--- src/rtl/qdr4_pkg.sv ---
`timescale 1ns/1ps
package qdr4_pkg;
   // words moved by one transaction
   localparam int BURST_LEN  = 4;
   // words carried per clock cycle (two edges)
   localparam int HALF_WORDS = 2;
endpackage

--- src/rtl/qdr4_burst_seq.sv ---
`timescale 1ns/1ps
// Per-port burst sequencer: accepts a select, then holds the port for two cycles.
module qdr4_burst_seq #(
   parameter int AW = 6
) (
   input  logic          clk,
   input  logic          rst,
   input  logic          req_n,
   input  logic [AW-1:0] addr,
   output logic          accept,
   output logic          first_half,
   output logic          second_half,
   output logic [AW-1:0] addr_q
);

   // a select is taken only when the port is not in its first busy cycle
   assign accept = !rst && !req_n && !first_half;

   always_ff @(posedge clk) begin
      if (rst) begin
         first_half  <= 1'b0;
         second_half <= 1'b0;
      end else begin
         first_half  <= accept;
         second_half <= first_half;
      end
   end

   always_ff @(posedge clk) begin
      if (accept) addr_q <= addr;
   end


   acc_spacing_chk: assert property (@(posedge clk) disable iff (rst)
      accept |=> !accept);

endmodule

--- src/rtl/qdr4_write_hold.sv ---
`timescale 1ns/1ps
// Write capture stage plus pending burst register feeding the array.
module qdr4_write_hold
   import qdr4_pkg::*;
#(
   parameter int AW     = 6,
   parameter int BYTE_W = 9,
   parameter int BYTES  = 2,
   localparam int DW    = BYTE_W * BYTES
) (
   input  logic                                clk,
   input  logic                                rst,
   input  logic                                cap_en,
   input  logic                                fin_en,
   input  logic [AW-1:0]                       in_addr,
   input  logic [DW-1:0]                       beat0,
   input  logic [DW-1:0]                       beat1,
   input  logic [BYTES-1:0]                    be_n0,
   input  logic [BYTES-1:0]                    be_n1,
   output logic                                cap_vld,
   output logic [AW-1:0]                       cap_addr,
   output logic [HALF_WORDS-1:0][DW-1:0]       cap_data,
   output logic [HALF_WORDS-1:0][BYTES-1:0]    cap_be,
   output logic                                pend_vld,
   output logic [AW-1:0]                       pend_addr,
   output logic [BURST_LEN-1:0][DW-1:0]        pend_data,
   output logic [BURST_LEN-1:0][BYTES-1:0]     pend_be,
   output logic                                commit
);

   // the held burst drains when replaced, or when reset arrives
   assign commit = pend_vld && (fin_en || rst);

   always_ff @(posedge clk) begin
      if (rst) begin
         cap_vld  <= 1'b0;
         pend_vld <= 1'b0;
      end else begin
         if (cap_en)      cap_vld <= 1'b1;
         else if (fin_en) cap_vld <= 1'b0;
         if (fin_en)      pend_vld <= 1'b1;
      end
   end

   always_ff @(posedge clk) begin
      if (!rst && cap_en) begin
         cap_addr    <= in_addr;
         cap_data[0] <= beat0;
         cap_data[1] <= beat1;
         cap_be[0]   <= ~be_n0;
         cap_be[1]   <= ~be_n1;
      end
   end

   always_ff @(posedge clk) begin
      if (!rst && fin_en) begin
         pend_addr    <= cap_addr;
         pend_data[0] <= cap_data[0];
         pend_data[1] <= cap_data[1];
         pend_data[2] <= beat0;
         pend_data[3] <= beat1;
         pend_be[0]   <= cap_be[0];
         pend_be[1]   <= cap_be[1];
         pend_be[2]   <= ~be_n0;
         pend_be[3]   <= ~be_n1;
      end
   end


   half_order_chk: assert property (@(posedge clk) disable iff (rst)
      fin_en |-> cap_vld);


   pend_load_chk: assert property (@(posedge clk) disable iff (rst)
      fin_en |=> pend_vld);

endmodule

--- src/rtl/qdr4_lane_merge.sv ---
`timescale 1ns/1ps
// Per-byte pick of one read word: capture stage, then pending burst, then array.
module qdr4_lane_merge #(
   parameter int BYTE_W = 9,
   parameter int BYTES  = 2,
   localparam int DW    = BYTE_W * BYTES
) (
   input  logic [DW-1:0]    arr_word,
   input  logic             cap_hit,
   input  logic [DW-1:0]    cap_word,
   input  logic [BYTES-1:0] cap_be,
   input  logic             pend_hit,
   input  logic [DW-1:0]    pend_word,
   input  logic [BYTES-1:0] pend_be,
   output logic [DW-1:0]    out_word
);

   for (genvar b = 0; b < BYTES; b++) begin : g_lane
      always_comb begin
         if (cap_hit && cap_be[b])
            out_word[b*BYTE_W +: BYTE_W] = cap_word[b*BYTE_W +: BYTE_W];
         else if (pend_hit && pend_be[b])
            out_word[b*BYTE_W +: BYTE_W] = pend_word[b*BYTE_W +: BYTE_W];
         else
            out_word[b*BYTE_W +: BYTE_W] = arr_word[b*BYTE_W +: BYTE_W];
      end
   end

endmodule

--- src/rtl/qdr4_sram_core.sv ---
`timescale 1ns/1ps
// Separate-port burst-four SRAM core with write holding and read forwarding.
module qdr4_sram_core
   import qdr4_pkg::*;
#(
   parameter int DEPTH   = 64,
   parameter int BYTE_W  = 9,
   parameter int BYTES   = 2,
   localparam int DATA_W = BYTE_W * BYTES,
   localparam int AW     = (DEPTH > 1) ? $clog2(DEPTH) : 1
) (
   input  logic              clk,
   input  logic              rst,
   input  logic              rd_n,
   input  logic [AW-1:0]     rd_addr,
   input  logic              wr_n,
   input  logic [AW-1:0]     wr_addr,
   input  logic [DATA_W-1:0] wd_beat0,
   input  logic [DATA_W-1:0] wd_beat1,
   input  logic [BYTES-1:0]  wbe_n_beat0,
   input  logic [BYTES-1:0]  wbe_n_beat1,
   output logic [DATA_W-1:0] rd_beat0,
   output logic [DATA_W-1:0] rd_beat1,
   output logic              rd_valid
);

   // elaboration-time parameter checks
   if (BYTE_W < 1) begin : g_bad_byte_w
      $error("qdr4_sram_core: BYTE_W must be at least 1");
   end
   if (BYTES < 1) begin : g_bad_bytes
      $error("qdr4_sram_core: BYTES must be at least 1");
   end
   if (DEPTH < 2 || (DEPTH & (DEPTH - 1)) != 0) begin : g_bad_depth
      $error("qdr4_sram_core: DEPTH must be a power of two, at least 2");
   end

   // port sequencers
   logic          rd_acc, rd_first, rd_second;
   logic [AW-1:0] rd_addr_q;
   logic          wr_acc, wr_first, wr_second;
   logic [AW-1:0] wr_addr_q;

   qdr4_burst_seq #(.AW(AW)) u_rd_seq (
      .clk         (clk),
      .rst         (rst),
      .req_n       (rd_n),
      .addr        (rd_addr),
      .accept      (rd_acc),
      .first_half  (rd_first),
      .second_half (rd_second),
      .addr_q      (rd_addr_q)
   );

   qdr4_burst_seq #(.AW(AW)) u_wr_seq (
      .clk         (clk),
      .rst         (rst),
      .req_n       (wr_n),
      .addr        (wr_addr),
      .accept      (wr_acc),
      .first_half  (wr_first),
      .second_half (wr_second),
      .addr_q      (wr_addr_q)
   );

   // write holding path
   logic                                 cap_vld, pend_vld, commit;
   logic [AW-1:0]                        cap_addr, pend_addr;
   logic [HALF_WORDS-1:0][DATA_W-1:0]    cap_data;
   logic [HALF_WORDS-1:0][BYTES-1:0]     cap_be;
   logic [BURST_LEN-1:0][DATA_W-1:0]     pend_data;
   logic [BURST_LEN-1:0][BYTES-1:0]      pend_be;

   qdr4_write_hold #(.AW(AW), .BYTE_W(BYTE_W), .BYTES(BYTES)) u_hold (
      .clk       (clk),
      .rst       (rst),
      .cap_en    (wr_first),
      .fin_en    (wr_second),
      .in_addr   (wr_addr_q),
      .beat0     (wd_beat0),
      .beat1     (wd_beat1),
      .be_n0     (wbe_n_beat0),
      .be_n1     (wbe_n_beat1),
      .cap_vld   (cap_vld),
      .cap_addr  (cap_addr),
      .cap_data  (cap_data),
      .cap_be    (cap_be),
      .pend_vld  (pend_vld),
      .pend_addr (pend_addr),
      .pend_data (pend_data),
      .pend_be   (pend_be),
      .commit    (commit)
   );

   // storage array, one entry per burst, no reset
   logic [BURST_LEN-1:0][DATA_W-1:0] mem [DEPTH];

   always_ff @(posedge clk) begin
      if (commit) begin
         for (int k = 0; k < BURST_LEN; k++) begin
            for (int b = 0; b < BYTES; b++) begin
               if (pend_be[k][b])
                  mem[pend_addr][k][b*BYTE_W +: BYTE_W] <= pend_data[k][b*BYTE_W +: BYTE_W];
            end
         end
      end
   end

   // read side: forwarding merge per word
   logic [BURST_LEN-1:0][DATA_W-1:0] arr_rd;
   logic [BURST_LEN-1:0][DATA_W-1:0] merged;
   logic                             cap_hit, pend_hit;

   assign arr_rd   = mem[rd_addr_q];
   assign cap_hit  = cap_vld  && (cap_addr  == rd_addr_q);
   assign pend_hit = pend_vld && (pend_addr == rd_addr_q);

   for (genvar k = 0; k < BURST_LEN; k++) begin : g_word
      if (k < HALF_WORDS) begin : g_with_cap
         qdr4_lane_merge #(.BYTE_W(BYTE_W), .BYTES(BYTES)) u_merge (
            .arr_word  (arr_rd[k]),
            .cap_hit   (cap_hit),
            .cap_word  (cap_data[k]),
            .cap_be    (cap_be[k]),
            .pend_hit  (pend_hit),
            .pend_word (pend_data[k]),
            .pend_be   (pend_be[k]),
            .out_word  (merged[k])
         );
      end else begin : g_no_cap
         qdr4_lane_merge #(.BYTE_W(BYTE_W), .BYTES(BYTES)) u_merge (
            .arr_word  (arr_rd[k]),
            .cap_hit   (1'b0),
            .cap_word  ({DATA_W{1'b0}}),
            .cap_be    ({BYTES{1'b0}}),
            .pend_hit  (pend_hit),
            .pend_word (pend_data[k]),
            .pend_be   (pend_be[k]),
            .out_word  (merged[k])
         );
      end
   end

   // output registers
   logic [DATA_W-1:0] nxt_b0, nxt_b1;

   always_comb begin
      nxt_b0 = rd_second ? merged[2] : merged[0];
      nxt_b1 = rd_second ? merged[3] : merged[1];
   end

   always_ff @(posedge clk) begin
      if (rst) rd_valid <= 1'b0;
      else     rd_valid <= rd_first || rd_second;
   end

   always_ff @(posedge clk) begin
      if (rd_first || rd_second) begin
         rd_beat0 <= nxt_b0;
         rd_beat1 <= nxt_b1;
      end
   end


   dual_start_chk: assert property (@(posedge clk) disable iff (rst)
      (!rd_n && !wr_n && !rd_first && !wr_first) |=> (rd_first && wr_first));


   rd_latency_chk: assert property (@(posedge clk) disable iff (rst)
      rd_acc |=> ##1 rd_valid ##1 rd_valid);


   rd_valid_src_chk: assert property (@(posedge clk) disable iff (rst)
      rd_valid |-> ($past(rd_acc, 2) || $past(rd_acc, 3)));


   rst_quiet_chk: assert property (@(posedge clk) disable iff (rst)
      $past(rst) |-> !rd_valid);

endmodule

--- config.mk ---
export PLATFORM = sky130hd
export DESIGN_NAME = qdr4_sram_core
export DESIGN_NICKNAME = d
export VERILOG_FILES = /design/src/rtl/qdr4_pkg.sv /design/src/rtl/qdr4_burst_seq.sv /design/src/rtl/qdr4_write_hold.sv /design/src/rtl/qdr4_lane_merge.sv /design/src/rtl/qdr4_sram_core.sv
export SDC_FILE = /design/constraint.sdc
export NUM_CORES = 2
export LEC_CHECK = 0
export BUFFER_PORTS_ARGS = -buffer_cell sky130_fd_sc_hd__buf_2
export CELL_PAD_IN_SITES_DETAIL_PLACEMENT = 1
export CELL_PAD_IN_SITES_GLOBAL_PLACEMENT = 1
export CORE_ASPECT_RATIO = 1.25
export CORE_UTILIZATION = 57
export CTS_BUF_LIST = sky130_fd_sc_hd__clkbuf_8
export CTS_CLUSTER_DIAMETER = 50
export DETAILED_ROUTE_END_ITERATION = 16
export GPL_TIMING_DRIVEN = 0
export PLACE_DENSITY = 0.77
export SLEW_MARGIN = 30
export SYNTH_ARGS = -nofsm -noshare
export SYNTH_HDL_FRONTEND = slang
export SYNTH_MEMORY_MAX_BITS = 65536
export SYNTH_SLANG_ARGS = --single-unit
--- constraint.sdc ---
create_clock -name clk -period 6.1 [get_ports clk]
set_input_delay 0.915 -clock clk [delete_from_list [all_inputs] [get_ports clk]]
set_output_delay 0.915 -clock clk [all_outputs]
set_load 0.02 [all_outputs]
==> summary.md <==
The flow ran to the end, but the final reports show violations. The checks that failed: setup timing. The setup path with the least slack is of type flip-flop to flip-flop. The logs give 184000 sq um for the cell area after technology mapping and 7.13 ns for the worst endpoint data arrival time.

The worst path needs 6.22 ns of the cycle, external delays included. The standard-cell row count is 232. The sink count of the clock tree came out at 4801.

Number of cells on the worst reg-to-reg path: 12. Relative to the synthesized area, the layout overhead comes to 13.0%. The count of final setup violators was 4. At the pin with the least slew margin, the transition time is 1.28 ns. The run gives 7.02 ns as the data required time of the critical path. In this run the mean area of a mapped cell was 21.0 sq um. For this run, the share of the core covered by cells in the final layout is 64.9%. For the DRC violation count after routing, the log shows 0. The number of setup buffers added after CTS is 0. The detail route stage leaves a number of antenna-violating nets equal to 0. For the post-synthesis instance total, the log shows 8752. In this run, synthesis inferred 4788 flip-flops with an integrated enable. The share of total power in combinational logic came out at 6.8%.

Setup repair after global routing left no endpoint under its margin. Summed over all instances, the cell type with the most area after synthesis is edfxtp_1. The H-tree generated during clock tree synthesis spans 6 levels. Counting distinct cell types in the post-synthesis netlist gives 39. The share of final-layout standard cells stronger than drive strength 1 was 26.2%; the peak supply drop was 0.306 mV. The longest clock path from root to sink contains 4 buffers. Once placement finished, the instance area stood at 195000 sq um. Pin placement for this block handled 93 I/O pins. The vertical die dimension works out to 637 um.

The tools report the clock tree root driver cell as clkbuf_8. The width of the die was 510 um; the relative max-transition margin was 14.4%. Counting the buffers created by CTS gives 708. The initial utilization of the core area, before any placement, comes to 57.5%. The highest clock frequency the design can meet was 161 MHz; the top-area cell type share of the netlist area was 78.1%. The number of flip-flops and latches in the synthesized netlist is 4801, and the net switching component of the power is 15.7 mW. Final hold analysis gives a worst-case slack of 0.0338 ns.

Before antenna repair, the detailed router went through 6 iterations. The logs give 325000 sq um for the area of the die and 208000 sq um for the area of all placed cells without fillers. The total of max-cap violations was 0; the number of vias after detailed routing was 100000.

For this block, the initial DRC count from the detailed router was 13000. In this run the tool buffered the top-level ports with 92 buffer cells. The global-route wire length before repair is 841000 um. The clock transition at the register clock pins on the worst setup and hold paths after CTS was 0.07 ns.

In this run, the clock network consumes 37.4% of the power. On the final layout, the worst clock skew is 0.0586 ns. Sequential cells account for 55.8% of the total power. The clock latency of the later-clocked register in the worst-skew pair is 1.30 ns. The async set-or-reset flop fraction in the synthesized netlist is 0%. Number of global-route vias before repair: 105000. The completed layout was analyzed and its total power is 64.5 mW.

Total track usage: 38.5%. The tools report the largest net degree at the start of global routing as 38. The share of synthesized area occupied by flip-flops and latches is 78.3%. The hold path depth is 2, and the count of endpoints failing hold in the final timing report is 0. TritonCTS built the clock tree. The synthesized netlist net count was 8808. The run gives 0 as the count of yosys warnings during synthesis. The post-layout worst setup margin is -0.116 ns. The core outline area came out at 320000 sq um. The remaining global-route overflow is 0. For this design the static power due to leakage is 66.9 nW. STA classifies the critical path startpoint as a flip-flop. Yosys attributes the largest share of cell area to edfxtp_1 78%, mux4_2 11%, mux2i_1 3.3%. The placed wire-length estimate after detailed placement is 440000 um. In this run the worst hold path is classified as primary input to flip-flop. At the end of routability-driven placement, the weighted congestion stood at 1.01. Net switching is 24.3% of the power. The most used flip-flop cell after synthesis is edfxtp_1. Summed over all layers, the routed wires come to 624000 um.

Along the worst path, the maximum fanout reaches 14. Of the available clock period, the critical path in the final layout requires 102%. The count of final max-slew check failures was 0. The internal cell power is 48.8 mW, and the final net count is 9927.

The initial antenna violation count is 55, and the mean number of vias per cell is 6.81. The final total negative setup slack was -0.312 ns; the number of instances resized during post-cts repair was 0. Power density over cell area: 310 nW/um^2. STA classifies the critical path endpoint as a flip-flop. In the final routed layout, each cell accounts on average for 42.4 um.
metrics by stage:
| stage | worst slack (ns) | instances |
|---|---|---|
| 3_5_place_dp | 0.539 | 13300 |
| 4_1_cts | 0.538 | 14600 |
| 2_1_floorplan | 0.863 | 8752 |
| 5_1_grt | 0.116 | 14700 |
| 3_3_place_gp | -2.38 | 13100 |
| 6_report | -0.116 | 14700 |
sequential cells by signal, indices dropped and copies added (netlist names), named ones only:
register and cells:
u_hold.cap_addr 6, u_hold.pend_data 72, rd_beat0 18, mem 4608
u_hold.pend_be 8, u_hold.cap_be 4, u_wr_seq.second_half 1, u_hold.pend_vld 1
u_rd_seq.first_half 1, u_rd_seq.second_half 1, u_wr_seq.addr_q 6, rd_valid 1
u_hold.cap_vld 1, u_hold.cap_data 36, u_rd_seq.addr_q 6, rd_beat1 18
u_hold.pend_addr 6, u_wr_seq.first_half 1
power by group through the flow:
stage	clock [mW]	sequential [mW]	combinational (mW)
3_5_place_dp	0	36.7	4.11
6_report	24.1	36.0	4.35
2_1_floorplan	0	36.8	2.07
4_1_cts	24.0	36.0	4.17
3_3_place_gp	0	36.8	3.70
5_1_grt	25.2	36.0	4.34
worst max-delay path: stages (launching register included):
cell and delay, ns:
dfxtp_1 0.33, buf_4 0.50, buf_6 0.44, buf_6 0.38, buf_4 0.56, buf_2 0.49, buf_2 0.77, mux2i_1 0.16
a22oi_1 0.21, a21oi_1 0.10, nor3_1 0.47, nor3_1 0.24, o22ai_2 1.00
per-layer routing:
layer  wire length [um]  global-route usage, %
met1             187000                   40.7
met2             301000                   60.9
met3              63000                   10.9
met4              72900                   38.6
met5                158                      0
kinds of logic (layout without fill, tap and decap cells):
family,Yosys count,in the layout,share of synthesized area [%]
AOI/OAI and AO/OA,938,938,3.36
muxes,1626,1626,15.0
buffers and inverters,529,2203,1.33
xor gates and xnor gates,12,12,0.0571
DFF,4801,4801,78.3
other,0,80,0
and+or+nand+nor,846,846,1.93
area by class of cell:
class	count	area (sq um)
flip-flops and latches	4801	144000
fillers	26100	112000
multi-input cells	3422	38400
clock buffers	726	9990
well taps	4212	5270
repair buffers	409	4960
clock inverters	539	2540
plain buffers	522	2510
diodes	80	200
inverters	7	26.3
final timing paths:
path | start | to | slack, ns
setup / recovery | flip-flop | rd_beat1[16] | -0.12
hold / removal | wbe_n_beat1[1] | u_hold.cap_be[3] | 0.03
hold reg to reg | u_wr_seq.addr_q[0] | u_hold.cap_addr[0] | 0.42
setup reg to reg | flip-flop | rd_beat1[16] | -0.12
synthesized netlist by cell type (48+ instances only):
cell,count
a21oi_1,145
a22oi_1,360
buf_2,178
clkbuf_1,247
edfxtp_1,4788
mux2_2,114
mux2i_1,612
mux4_2,900
nand2_1,118
nand3_1,48
nor2_1,524
nor3_1,79
o21ai_0,108
o22ai_1,252
layout by cell type, fill, tap and decap left out, types with 18 or more instances in the layout:
cell type,instances
clkbuf_1,209
nor4_1,36
o22ai_2,18
diode_2,80
a22oi_1,360
a21oi_1,145
nand2_2,49
nand3_1,48
mux2i_1,612
o22ai_1,234
dlygate4sd3_1,47
clkbuf_2,41
mux2_2,114
edfxtp_1,4788
o221ai_1,36
buf_6,149
buf_4,51
clkinv_1,194
nand2_1,54
buf_1,28
a2111oi_1,21
inv_1,235
o21ai_0,108
buf_8,78
clkinvlp_4,25
buf_2,279
nor3_1,74
nor2_2,114
nor2_1,408
buf_16,41
clkinv_2,64
mux4_2,900
clkbuf_8,726
what timing repair did:
item | in CTS | in global routing
endpoints found under the hold margin | 80 | 0
endpoints found under the setup margin | 0 | 0
hold buffers | 47 | 0
Note: power is estimated with default switching activity, not from simulation.
